<file path="src/rtl/tod_pkg.sv">
package tod_pkg;
   localparam int ADDR_W = 3;
   localparam logic [ADDR_W-1:0] A_CTRL  = 3'd0;
   localparam logic [ADDR_W-1:0] A_SEC   = 3'd1;
   localparam logic [ADDR_W-1:0] A_FRAC  = 3'd2;
   localparam logic [ADDR_W-1:0] A_ASEC  = 3'd3;
   localparam logic [ADDR_W-1:0] A_AFRAC = 3'd4;
   localparam int CTRL_EN_BIT = 0;
   localparam int CTRL_ST_BIT = 1;
endpackage

</file>
<file path="src/rtl/tod_prescale.sv">
module tod_prescale #(
   parameter int DIV_LOG2 = 7
) (
   input  logic clk,
   input  logic por_n,
   output logic tick
);
   generate
      if (DIV_LOG2 == 0) begin : g_bypass
         assign tick = 1'b1;
      end else begin : g_div
         logic [DIV_LOG2-1:0] cnt_q;
         always_ff @(posedge clk or negedge por_n) begin
            if (!por_n) cnt_q <= '0;
            else        cnt_q <= cnt_q + 1'b1;
         end
         assign tick = &cnt_q;
      end
   endgenerate
endmodule

</file>
<file path="src/rtl/tod_counter.sv">
module tod_counter #(
   parameter int FRAC_W = 8,
   parameter int SEC_W  = 32
) (
   input  logic             clk,
   input  logic             por_n,
   input  logic             tick,
   input  logic             wr_sec,
   input  logic             wr_frac,
   input  logic [SEC_W-1:0] sec_wd,
   output logic [FRAC_W-1:0] frac_q,
   output logic [SEC_W-1:0]  sec_q
);
   logic roll;
   assign roll = tick & (&frac_q) & ~wr_frac;

   always_ff @(posedge clk or negedge por_n) begin
      if (!por_n) begin
         frac_q <= '0;
         sec_q  <= '0;
      end else if (wr_sec) begin
         frac_q <= '0;
         sec_q  <= sec_wd;
      end else begin
         if (wr_frac)   frac_q <= '1;
         else if (tick) frac_q <= frac_q + 1'b1;
         if (roll)      sec_q  <= sec_q + 1'b1;
      end
   end
endmodule

</file>
<file path="src/rtl/tod_alarm.sv">
module tod_alarm #(
   parameter int FRAC_W = 8,
   parameter int SEC_W  = 32
) (
   input  logic              clk,
   input  logic              por_n,
   input  logic              rst_n,
   input  logic              tick,
   input  logic [FRAC_W-1:0] frac,
   input  logic [SEC_W-1:0]  sec,
   input  logic              wr_ctrl,
   input  logic              en_wd,
   input  logic              clr_wd,
   input  logic              wr_asec,
   input  logic [SEC_W-1:0]  asec_wd,
   input  logic              wr_afrac,
   input  logic [FRAC_W-1:0] afrac_wd,
   output logic              en_q,
   output logic              st_q,
   output logic              lock_q,
   output logic [SEC_W-1:0]  asec_q,
   output logic [FRAC_W-1:0] afrac_q
);
   logic hit;
   assign hit = tick & en_q & ~lock_q & (sec == asec_q) & (frac == afrac_q);

   always_ff @(posedge clk or negedge por_n) begin
      if (!por_n) begin
         asec_q  <= '0;
         afrac_q <= '0;
         lock_q  <= 1'b0;
      end else begin
         if (wr_asec) begin
            asec_q <= asec_wd;
            lock_q <= 1'b1;
         end
         if (wr_afrac) begin
            afrac_q <= afrac_wd;
            lock_q  <= 1'b0;
         end
      end
   end

   always_ff @(posedge clk or negedge por_n) begin
      if (!por_n) begin
         en_q <= 1'b0;
         st_q <= 1'b0;
      end else if (!rst_n) begin
         en_q <= 1'b0;
         st_q <= 1'b0;
      end else begin
         st_q <= hit | (st_q & ~(wr_ctrl & clr_wd));
         if (wr_ctrl) en_q <= en_wd;
      end
   end
endmodule

</file>
<file path="src/rtl/tod_timer.sv">
module tod_timer
   import tod_pkg::*;
#(
   parameter int DATA_W   = 32,
   parameter int FRAC_W   = 8,
   parameter int DIV_LOG2 = 7
) (
   input  logic              clk,
   input  logic              por_n,
   input  logic              rst_n,
   input  logic              reg_wr,
   input  logic              reg_rd,
   input  logic [ADDR_W-1:0] reg_addr,
   input  logic [DATA_W-1:0] reg_wdata,
   output logic [DATA_W-1:0] reg_rdata,
   output logic              alarm_flag
);
   localparam int SEC_W    = DATA_W;
   localparam int FRAC_LSB = DATA_W - FRAC_W;

   generate
      if (FRAC_W < 1 || FRAC_W > DATA_W) begin : g_bad_frac
         $error("tod_timer: FRAC_W must lie in 1..DATA_W");
      end
      if (DATA_W < 2) begin : g_bad_data
         $error("tod_timer: DATA_W must hold the control bits");
      end
   endgenerate

   logic              tick;
   logic              wr_ctrl, wr_sec, wr_frac, wr_asec, wr_afrac, rd_sec;
   logic [FRAC_W-1:0] frac, snap_q, afrac;
   logic [SEC_W-1:0]  sec, asec;
   logic              en, st, lock;
   logic [FRAC_W-1:0] wd_frac;

   assign wr_ctrl  = reg_wr & (reg_addr == A_CTRL);
   assign wr_sec   = reg_wr & (reg_addr == A_SEC);
   assign wr_frac  = reg_wr & (reg_addr == A_FRAC);
   assign wr_asec  = reg_wr & (reg_addr == A_ASEC);
   assign wr_afrac = reg_wr & (reg_addr == A_AFRAC);
   assign rd_sec   = reg_rd & (reg_addr == A_SEC);
   assign wd_frac  = reg_wdata[FRAC_LSB +: FRAC_W];

   tod_prescale #(.DIV_LOG2(DIV_LOG2)) u_pre (
      .clk(clk), .por_n(por_n), .tick(tick)
   );

   tod_counter #(.FRAC_W(FRAC_W), .SEC_W(SEC_W)) u_cnt (
      .clk(clk), .por_n(por_n), .tick(tick),
      .wr_sec(wr_sec), .wr_frac(wr_frac), .sec_wd(reg_wdata),
      .frac_q(frac), .sec_q(sec)
   );

   tod_alarm #(.FRAC_W(FRAC_W), .SEC_W(SEC_W)) u_alm (
      .clk(clk), .por_n(por_n), .rst_n(rst_n), .tick(tick),
      .frac(frac), .sec(sec),
      .wr_ctrl(wr_ctrl), .en_wd(reg_wdata[CTRL_EN_BIT]), .clr_wd(reg_wdata[CTRL_ST_BIT]),
      .wr_asec(wr_asec), .asec_wd(reg_wdata),
      .wr_afrac(wr_afrac), .afrac_wd(wd_frac),
      .en_q(en), .st_q(st), .lock_q(lock), .asec_q(asec), .afrac_q(afrac)
   );

   always_ff @(posedge clk or negedge por_n) begin
      if (!por_n)      snap_q <= '0;
      else if (rd_sec) snap_q <= frac;
   end

   always_comb begin
      reg_rdata = '0;
      case (reg_addr)
         A_CTRL: begin
            reg_rdata[CTRL_EN_BIT] = en;
            reg_rdata[CTRL_ST_BIT] = st;
         end
         A_SEC:   reg_rdata = sec;
         A_FRAC:  reg_rdata[FRAC_LSB +: FRAC_W] = snap_q;
         A_ASEC:  reg_rdata = asec;
         A_AFRAC: reg_rdata[FRAC_LSB +: FRAC_W] = afrac;
         default: reg_rdata = '0;
      endcase
   end

   assign alarm_flag = st;
endmodule

</file>
<file path="config.mk">
export PLATFORM = sky130hd
export DESIGN_NAME = tod_timer
export DESIGN_NICKNAME = d
export VERILOG_FILES = /design/src/rtl/tod_pkg.sv /design/src/rtl/tod_prescale.sv /design/src/rtl/tod_counter.sv /design/src/rtl/tod_alarm.sv /design/src/rtl/tod_timer.sv
export SDC_FILE = /design/constraint.sdc
export NUM_CORES = 1
export LEC_CHECK = 0
export BUFFER_PORTS_ARGS = -buffer_cell sky130_fd_sc_hd__buf_2
export CAP_MARGIN = 20
export CORE_MARGIN = 2
export CORE_UTILIZATION = 45
export DETAILED_ROUTE_END_ITERATION = 8
export GPL_TIMING_DRIVEN = 1
export MAX_ROUTING_LAYER = met4
export SLEW_MARGIN = 30
export SYNTH_ARGS = -nofsm -noshare
export SYNTH_HDL_FRONTEND = slang
export SYNTH_HIERARCHICAL = 1
export SYNTH_SLANG_ARGS = --single-unit
export TNS_END_PERCENT = 5
</file>
<file path="constraint.sdc">
create_clock -name clk -period 3.2 [get_ports clk]
set_input_delay 0.32 -clock clk [delete_from_list [all_inputs] [get_ports clk]]
set_output_delay 0.32 -clock clk [all_outputs]
set_load 0.02 [all_outputs]
</file>
==> metrics.txt, run 1 <==
# TYPE chip_impl_metric gauge
chip_impl_metric{name="power.leakage",unit="nW"} 2.57
chip_impl_metric{name="worstPathArrival",unit="ns"} 2.94
chip_impl_metric{name="period_needed",unit="ns"} 2.66
chip_impl_metric{name="crit_required",unit="ns"} 3.48
chip_impl_metric{name="worst_clock_skew",unit="ns"} 0.00684
chip_impl_info{name="reg2reg_from",value="u_pre/g_div.cnt_q[0]$_DFF_PN0_"} 1
chip_impl_metric{name="io_buffer_count",unit=""} 72
chip_impl_metric{name="maxCapViolCount",unit=""} 0
chip_impl_metric{name="final_nets",unit=""} 660
chip_impl_metric{name="die_h",unit="um"} 116
chip_impl_metric{name="wire_length_of_the_first_global_routing_pass",unit="mm"} 24.5
chip_impl_metric{name="synth_area_in_simple_gates",unit="%"} 19.0
chip_impl_metric{name="timing_max_transition_violations_final",unit=""} 0
chip_impl_info{name="status",value="finished, violations left"} 1
chip_impl_metric{name="drc_errors",unit=""} 0
chip_impl_metric{name="gpl.final_weighted_congestion",unit=""} 0.934
chip_impl_info{name="worstReg2RegEnd",value="u_cnt/sec_q[14]$_DFFE_PN0P_"} 1
chip_impl_metric{name="syn_nets",unit=""} 599
chip_impl_metric{name="crit_path_max_fanout",unit=""} 10
chip_impl_metric{name="post_dr_wirelength_cell",unit="um"} 19.8
chip_impl_info{name="path_cells",value="ha_1 -> nand3_2 -> nor2_1 -> nand4_4 -> or4_1 -> or4_1 -> a31oi_1"} 1
chip_impl_metric{name="initial_core_util",unit="%"} 45.6
chip_impl_metric{name="synth_to_final_area_change",unit="%"} 13.5
chip_impl_metric{name="postCtsHoldBufs",unit=""} 0
chip_impl_metric{name="postCtsResizedCells",unit=""} 0
chip_impl_metric{name="first_global_vias",unit=""} 4445
chip_impl_metric{name="antenna_violating_nets_post_route",unit=""} 0
chip_impl_metric{name="synth-warning-count",unit=""} 6
chip_impl_info{name="root_buffer",value="sky130_fd_sc_hd__clkbuf_16"} 1
chip_impl_metric{name="multi_input_logic_area",unit="mm2"} 0.00304
chip_impl_info{name="synth.top_cells.by_count",value="98 x sky130_fd_sc_hd__dfrtp_1, 49 x sky130_fd_sc_hd__xnor2_1, 33 x sky130_fd_sc_hd__mux2_2, 28 x sky130_fd_sc_hd__nor2_1, 26 x sky130_fd_sc_hd__nand2_1"} 1
chip_impl_metric{name="clock_sinks",unit=""} 98
chip_impl_metric{name="layout.area.seq",unit="mm2"} 0.00245
chip_impl_metric{name="report.final.hold_viol_count",unit=""} 8
chip_impl_metric{name="syn_avg_cell_area",unit="um2"} 10.2
chip_impl_info{name="worst-setup-path-type",value="flop to flop"} 1
chip_impl_metric{name="setup_slack_reg_to_reg",unit="ns"} 0.54
chip_impl_metric{name="postSynthCellCount",unit=""} 556
chip_impl_info{name="synth-main-ff-cell",value="sky130_fd_sc_hd__dfrtp_1"} 1
chip_impl_info{name="critical-path-top-cell-by-count",value="sky130_fd_sc_hd__or4_1"} 1
chip_impl_info{name="synth_top_area_cell",value="sky130_fd_sc_hd__dfrtp_1"} 1
chip_impl_info{name="setup.worst_path.start_class",value="flop"} 1
chip_impl_metric{name="synth-adder-area-share",unit="%"} 0.660
chip_impl_metric{name="p_total",unit="mW"} 3.72
chip_impl_metric{name="die-area",unit="mm2"} 0.0136
chip_impl_metric{name="rr_worst_depth",unit=""} 7
chip_impl_metric{name="route.vias.total",unit=""} 4653
chip_impl_metric{name="yosys_register_bits",unit=""} 98
chip_impl_metric{name="worst_slew_margin_relative_to_its_limit",unit="%"} 50.3
chip_impl_info{name="violations",value="hold timing"} 1
chip_impl_metric{name="detail_route.first_pass.iterations",unit=""} 4
chip_impl_metric{name="critPathBufInv",unit=""} 0
chip_impl_info{name="netlist_top_cells_area",value="sky130_fd_sc_hd__dfrtp_1 43%, sky130_fd_sc_hd__xnor2_1 7.5%, sky130_fd_sc_hd__mux2_2 6.5%"} 1
chip_impl_metric{name="synthDominantCellAreaShare",unit="%"} 43.1
chip_impl_metric{name="whs",unit="ns"} -0.0148
chip_impl_metric{name="postRouteWirelength",unit="mm"} 15.7
chip_impl_metric{name="setup_viol",unit=""} 0
chip_impl_info{name="cts_tree",value="yes"} 1
chip_impl_metric{name="synth-compound-area-share",unit="%"} 13.5
chip_impl_metric{name="grt_max_degree",unit=""} 51
chip_impl_metric{name="ys_seq_area_share",unit="%"} 43.1
chip_impl_metric{name="clock_latency_reported_for_the_late_side_of_the_worst_skew_pair",unit="ns"} 0.36
chip_impl_metric{name="core_area",unit="mm2"} 0.0125
chip_impl_metric{name="grt_util_all_layers",unit="%"} 24.8
chip_impl_metric{name="synth_enable_flop_cells",unit=""} 0
chip_impl_info{name="timing.critical_path.max_delay_family",value="simple AND/OR/NAND/NOR gates"} 1
chip_impl_metric{name="per_cell_via_count_in_the_routed_design",unit=""} 5.88
chip_impl_metric{name="global_route.overflow_total",unit=""} 0
chip_impl_metric{name="worst_slew_pin_slew",unit="ns"} 0.744
chip_impl_metric{name="hpwl_after_dpl",unit="mm"} 11.4
chip_impl_metric{name="max_stage_delay",unit="ns"} 0.72
chip_impl_metric{name="antenna_found_initial",unit=""} 0
chip_impl_info{name="yosysMostFrequentCell",value="sky130_fd_sc_hd__dfrtp_1"} 1
chip_impl_metric{name="antenna_cells",unit=""} 0
chip_impl_metric{name="synth_xor_xnor_area_share",unit="%"} 8.47
chip_impl_info{name="main_combinational_cell_family_by_area_after_synthesis",value="simple AND/OR/NAND/NOR gates"} 1
chip_impl_metric{name="muxShareOfSynthArea",unit="%"} 11.8
chip_impl_info{name="cp_slowest_cell",value="sky130_fd_sc_hd__or4_1"} 1
chip_impl_metric{name="htreeDepth",unit=""} 3
chip_impl_metric{name="peakVddDrop",unit="V"} 0.000300
chip_impl_metric{name="period_share",unit="%"} 83.2
chip_impl_metric{name="synth_cell_type_count",unit=""} 56
chip_impl_metric{name="iter_0_drt_violations",unit=""} 310
chip_impl_metric{name="cts.repair_timing.setup_buffer_count",unit=""} 0
chip_impl_metric{name="rows",unit=""} 41
chip_impl_metric{name="netlist_area",unit="mm2"} 0.00569
chip_impl_metric{name="cts_made_buffers",unit=""} 9
chip_impl_metric{name="clockBufferDepth",unit=""} 2
chip_impl_info{name="hold_path_class",value="input port to asynchronous set/reset pin"} 1
chip_impl_metric{name="final.fill_count",unit=""} 1181
chip_impl_metric{name="setup_tns",unit="ns"} 0
chip_impl_metric{name="clock_transition_time_at_the_flip_flop_clock_pins_of_the_worst_setup_and_hold_paths",unit="ns"} 0.06
chip_impl_metric{name="floorplan.die.width",unit="um"} 116
chip_impl_metric{name="layout-drive-gt1-share",unit="%"} 22.6
chip_impl_metric{name="power.density",unit="mW/mm2"} 575
chip_impl_info{name="rsz0062_at_grt",value="no"} 1
chip_impl_metric{name="clock.fmax",unit="MHz"} 376
chip_impl_metric{name="top_level_ports",unit=""} 73
chip_impl_info{name="crit_path_end_kind",value="flop"} 1
chip_impl_metric{name="async_reset_ff_share",unit="%"} 100
-- metal layers --
layer / share of wire, % / up-vias / global-route usage [%]
met2: 46 / 117 / 38.1
met5: 0 / - / -
met4: 2.6 / 0 / 9.13
met3: 4.6 / 26 / 4.88
li1: - / 2215 / -
met1: 46 / 2295 / 32.8
-- registers in the layout (all words and copies together), names as in the netlist --
signal,flops
snap_q,8
u_cnt/frac_q,8
u_alm/st_q,1
u_pre/g_div.cnt_q,7
u_alm/asec_q,32
u_alm/lock_q,1
u_cnt/sec_q,32
u_alm/afrac_q,8
u_alm/en_q,1
-- per-stage QoR --
stage	utilization [%]	cells	worst slack [ns]	instance area [um2]
final	51.8	791	0.537	6460
after global routing	51.8	791	0.367	6460
after CTS	51.8	791	0.527	6460
after global placement	49.7	778	0.626	6200
after detailed placement	49.7	778	0.542	6200
after floorplan	-	556	0.680	5690
-- where the power goes --
part	total [mW]	internal [mW]	switching, mW
logic	0.907	0.433	0.473
registers	1.80	1.48	0.321
clock network	1.01	0.558	0.456
-- how the worst max path moves through the flow --
stage / endpoint / slack [ns] / cells after the start / start
floorplan: u_cnt/sec_q[13]$_DFFE_PN0P_ / 0.68 / 9 / reg_addr[1]
global placement: u_cnt/sec_q[14]$_DFFE_PN0P_ / 0.63 / 7 / u_pre/g_div.cnt_q[0]$_DFF_PN0_
detailed placement: u_cnt/sec_q[14]$_DFFE_PN0P_ / 0.54 / 7 / u_pre/g_div.cnt_q[0]$_DFF_PN0_
CTS: u_cnt/sec_q[14]$_DFFE_PN0P_ / 0.53 / 7 / u_pre/g_div.cnt_q[0]$_DFF_PN0_
global route: u_cnt/sec_q[14]$_DFFE_PN0P_ / 0.37 / 7 / u_pre/g_div.cnt_q[0]$_DFF_PN0_
finish: u_cnt/sec_q[14]$_DFFE_PN0P_ / 0.54 / 7 / u_pre/g_div.cnt_q[0]$_DFF_PN0_
-- kinds of logic after synthesis --
group | count (synthesis)
buffers and inverters | 45
XOR/XNOR | 55
AND/OR/NAND/NOR | 182
flip-flops | 98
multiplexers | 61
AO/OA/AOI/OAI | 112
adder cells (fa/ha/maj) | 3
-- cells in the final DEF (no fill, tap or decap), types with 2 or more instances in the layout --
cell type	instances
sky130_fd_sc_hd__dfrtp_1	98
sky130_fd_sc_hd__buf_2	71
sky130_fd_sc_hd__xnor2_1	49
sky130_fd_sc_hd__mux2_2	33
sky130_fd_sc_hd__nor2_1	28
sky130_fd_sc_hd__nand2_1	26
sky130_fd_sc_hd__a22o_1	24
sky130_fd_sc_hd__nand4_1	24
sky130_fd_sc_hd__nand3_1	21
sky130_fd_sc_hd__a31oi_1	21
sky130_fd_sc_hd__or4_1	20
sky130_fd_sc_hd__mux2_1	15
sky130_fd_sc_hd__o31ai_1	15
sky130_fd_sc_hd__a21oi_1	14
sky130_fd_sc_hd__mux2i_1	13
sky130_fd_sc_hd__buf_4	13
sky130_fd_sc_hd__inv_1	10
sky130_fd_sc_hd__or3_1	10
sky130_fd_sc_hd__clkbuf_16	9
sky130_fd_sc_hd__nor4_1	9
sky130_fd_sc_hd__o21ai_0	9
sky130_fd_sc_hd__a22oi_1	8
sky130_fd_sc_hd__o22ai_1	8
sky130_fd_sc_hd__nor3_1	8
sky130_fd_sc_hd__nor2b_1	6
sky130_fd_sc_hd__xor2_1	6
sky130_fd_sc_hd__and2_1	4
sky130_fd_sc_hd__and4_1	4
sky130_fd_sc_hd__o21ai_1	4
sky130_fd_sc_hd__ha_1	3
sky130_fd_sc_hd__nand2b_1	2
sky130_fd_sc_hd__nor2_2	2
sky130_fd_sc_hd__a211oi_1	2
sky130_fd_sc_hd__clkbuf_8	2
sky130_fd_sc_hd__clkbuf_1	2
sky130_fd_sc_hd__nor4_2	2
sky130_fd_sc_hd__nand4b_1	2
sky130_fd_sc_hd__o211ai_1	2
sky130_fd_sc_hd__nor3b_1	2
sky130_fd_sc_hd__nand3_2	2
-- cell type report --
class | instances | share of cell area, %
clock buffer | 13 | 4.03
inverter | 11 | 0.639
multi-input combinational | 413 | 47.0
sequential | 98 | 38.0
tap | 172 | 3.33
timing repair buffer | 84 | 7.01
-- worst register-to-register path: stages, from the launching register on --
cell and delay (ns):
sky130_fd_sc_hd__dfrtp_1 0.39, sky130_fd_sc_hd__ha_1 0.23, sky130_fd_sc_hd__nand3_2 0.10, sky130_fd_sc_hd__nor2_1 0.23
sky130_fd_sc_hd__nand4_4 0.21, sky130_fd_sc_hd__or4_1 0.72, sky130_fd_sc_hd__or4_1 0.55, sky130_fd_sc_hd__a31oi_1 0.16
No activity file was read; power rests on OpenSTA's default activity.
==> inputs of run 2 (changes only) <==
Clock period 3.2 ns to 2.7 ns, I/O delays scaled along.
==> run 2 against run 1 <==
Against the previous run: the run now ends clean; clock skew is 0.0016 ns higher; hold slack better by 0.17 ns; clock power increased by 28%.
==> metrics.txt, run 2 (same netlist as run 1, synthesis figures left out) <==
# TYPE chip_impl_metric gauge
chip_impl_metric{name="period_share",unit="%"} 91.9
chip_impl_metric{name="period_needed",unit="ns"} 2.48
chip_impl_metric{name="die_h",unit="um"} 116
chip_impl_metric{name="grt_max_degree",unit=""} 51
chip_impl_info{name="rsz0062_at_grt",value="no"} 1
chip_impl_info{name="path_cells",value="ha_1 -> nand3_2 -> nor2_2 -> nand4_4 -> or3_1 -> buf_4 -> or4_1 -> a31oi_1"} 1
chip_impl_metric{name="final_nets",unit=""} 672
chip_impl_metric{name="final.fill_count",unit=""} 1159
chip_impl_metric{name="gpl.final_weighted_congestion",unit=""} 0.911
chip_impl_info{name="worst-setup-path-type",value="flop to flop"} 1
chip_impl_metric{name="antenna_cells",unit=""} 0
chip_impl_metric{name="final_cell_area",unit="mm2"} 0.00662
chip_impl_metric{name="maxCapViolCount",unit=""} 0
chip_impl_metric{name="placement.cell_area",unit="mm2"} 0.00632
chip_impl_metric{name="first_global_vias",unit=""} 4663
chip_impl_metric{name="die-area",unit="mm2"} 0.0136
chip_impl_metric{name="worst_clock_skew",unit="ns"} 0.00847
chip_impl_metric{name="io_buffer_count",unit=""} 72
chip_impl_info{name="setup.worst_path.start_class",value="flop"} 1
chip_impl_info{name="largest_registers",value="u_alm/asec_q: 32 flops, u_cnt/sec_q: 32 flops"} 1
chip_impl_metric{name="post_dr_wirelength_cell",unit="um"} 19.9
chip_impl_metric{name="top_level_ports",unit=""} 73
chip_impl_info{name="layout.cells.most_common_list",value="98 x sky130_fd_sc_hd__dfrtp_1, 71 x sky130_fd_sc_hd__buf_2, 49 x sky130_fd_sc_hd__xnor2_1, 33 x sky130_fd_sc_hd__mux2_2, 27 x sky130_fd_sc_hd__nor2_1"} 1
chip_impl_info{name="root_buffer",value="sky130_fd_sc_hd__clkbuf_16"} 1
chip_impl_metric{name="detail_route.first_pass.iterations",unit=""} 5
chip_impl_info{name="reg2reg_from",value="u_pre/g_div.cnt_q[0]$_DFF_PN0_"} 1
chip_impl_metric{name="global_route.overflow_total",unit=""} 0
chip_impl_metric{name="post-place-cells",unit=""} 789
chip_impl_metric{name="synth_to_final_area_change",unit="%"} 16.3
chip_impl_metric{name="floorplan.die.width",unit="um"} 116
chip_impl_metric{name="worst_slew_margin_relative_to_its_limit",unit="%"} 54.9
chip_impl_metric{name="antenna_violating_nets_post_route",unit=""} 0
chip_impl_metric{name="core_area",unit="mm2"} 0.0125
chip_impl_metric{name="critPathBufInv",unit=""} 1
chip_impl_metric{name="route.vias.total",unit=""} 4812
chip_impl_metric{name="htreeDepth",unit=""} 3
chip_impl_metric{name="wire_length_of_the_first_global_routing_pass",unit="mm"} 25.6
chip_impl_metric{name="grt_util_all_layers",unit="%"} 25.6
chip_impl_metric{name="per_cell_via_count_in_the_routed_design",unit=""} 5.98
chip_impl_info{name="hold_path_startpoint",value="reg_wdata[11]"} 1
chip_impl_metric{name="clock_latency_reported_for_the_late_side_of_the_worst_skew_pair",unit="ns"} 0.35
chip_impl_info{name="crit_path_end_kind",value="flop"} 1
chip_impl_metric{name="fin_cells",unit=""} 805
chip_impl_metric{name="clock.fmax",unit="MHz"} 403
chip_impl_metric{name="rows",unit=""} 41
chip_impl_metric{name="clockBufferDepth",unit=""} 2
chip_impl_metric{name="cts.repair_timing.setup_buffer_count",unit=""} 0
chip_impl_metric{name="p_total",unit="mW"} 4.53
chip_impl_info{name="cp_slowest_cell",value="sky130_fd_sc_hd__or4_1"} 1
chip_impl_metric{name="setup_viol",unit=""} 0
chip_impl_metric{name="crit_path_max_fanout",unit=""} 31
chip_impl_metric{name="cts_made_buffers",unit=""} 9
chip_impl_metric{name="hpwl_after_dpl",unit="mm"} 11.6
chip_impl_metric{name="power.density",unit="mW/mm2"} 685
chip_impl_metric{name="timing_max_transition_violations_final",unit=""} 0
chip_impl_metric{name="clock_transition_time_at_the_flip_flop_clock_pins_of_the_worst_setup_and_hold_paths",unit="ns"} 0.07
chip_impl_metric{name="clock_sinks",unit=""} 98
chip_impl_metric{name="antenna_found_initial",unit=""} 0
chip_impl_metric{name="drc_errors",unit=""} 0
chip_impl_metric{name="report.final.hold_viol_count",unit=""} 0
chip_impl_metric{name="worstPathArrival",unit="ns"} 2.75
chip_impl_metric{name="initial_core_util",unit="%"} 45.6
chip_impl_metric{name="layout-drive-gt1-share",unit="%"} 24.3
chip_impl_metric{name="power.leakage",unit="nW"} 2.65
chip_impl_metric{name="iter_0_drt_violations",unit=""} 353
chip_impl_info{name="hold_path_class",value="input port to flop"} 1
chip_impl_metric{name="setup_tns",unit="ns"} 0
chip_impl_info{name="layout.cells.most_common",value="sky130_fd_sc_hd__dfrtp_1"} 1
chip_impl_info{name="timing.critical_path.max_delay_family",value="simple AND/OR/NAND/NOR gates"} 1
chip_impl_metric{name="worst_slew_pin_slew",unit="ns"} 0.676
chip_impl_info{name="status",value="finished clean"} 1
chip_impl_metric{name="max_stage_delay",unit="ns"} 0.53
chip_impl_metric{name="crit_required",unit="ns"} 2.97
chip_impl_metric{name="peakVddDrop",unit="V"} 0.000385
chip_impl_metric{name="postRouteWirelength",unit="mm"} 16.0
chip_impl_info{name="cts_tree",value="yes"} 1
chip_impl_info{name="cp-startpoint",value="u_pre/g_div.cnt_q[0]$_DFF_PN0_"} 1
## run 2: changes by cell type in the layout (fill, tap and decap cells not counted)
cell | previous run | this run
sky130_fd_sc_hd__buf_4 | 13 | 21
sky130_fd_sc_hd__buf_12 | 0 | 3
sky130_fd_sc_hd__clkinv_2 | 0 | 2
sky130_fd_sc_hd__bufinv_16 | 0 | 1
sky130_fd_sc_hd__clkbuf_8 | 2 | 1
sky130_fd_sc_hd__dlygate4sd3_1 | 0 | 1
sky130_fd_sc_hd__nor2_1 | 28 | 27
sky130_fd_sc_hd__nor2_2 | 2 | 3
## run 2: final cells by class
type                       count  area (um2)  share of cell area [%]
sequential                    98        2450                    37.0
clock buffer                  12         246                    3.72
multi-input combinational    413        3040                    45.9
tap                          172         215                    3.25
inverter                      11        41.3                   0.624
timing repair buffer          96         583                    8.81
clock inverter                 3        40.0                   0.605
## run 2: worst paths after layout
path	endpoint	slack, ns	depth (start not counted)
worst max-delay path	u_cnt/sec_q[19]$_DFFE_PN0P_	0.22	8
worst min-delay path	u_alm/asec_q[11]$_DFFE_PN0P_	0.16	2
worst max register to register	u_cnt/sec_q[19]$_DFFE_PN0P_	0.22	8
worst min register to register	u_pre/g_div.cnt_q[5]$_DFF_PN0_	0.47	1
max in group asynchronous	u_alm/afrac_q[2]$_DFFE_PN0P_	1.49	3
min in group asynchronous	u_cnt/sec_q[9]$_DFFE_PN0P_	0.49	2
## run 2: power breakdown
group,internal [mW],switching (mW),leakage [nW]
combinational,0.543,0.598,1.37
clock,0.737,0.551,0.142
sequential,1.75,0.357,1.14
total,3.03,1.51,2.65
## run 2: what timing repair did
item,in CTS,in global routing
hold buffers,1,0
gates resized for setup,0,1
setup endpoints to repair,0,1
hold endpoints to repair,48,0
## run 2: worst register-to-register path, delay by kind of cell (launching register included)
family / cells / cell delay [ns]
AOI/OAI and AO/OA: 1 / 0.20
DFF: 1 / 0.39
and+or+nand+nor: 5 / 1.35
buffers and inverters: 1 / 0.23
adders and majority gates: 1 / 0.24
## run 2: metrics by stage
stage               util, %  setup WS (ns)  hold WS (ns)
floorplan                 -          0.212       -0.0256
global placement       50.7          0.289         0.354
detailed placement     50.7          0.202         0.355
CTS                    53.1          0.171         0.145
global route           53.1         0.0510         0.159
finish                 53.1          0.220         0.159
## run 2: metal layers
layer	share of wire [%]	wire (um)	global-route usage, %
met3	5.6	901	4.20
met1	46	7380	35.7
met2	47	7520	39.2
met4	1.5	235	6.75
met5	0	0	-
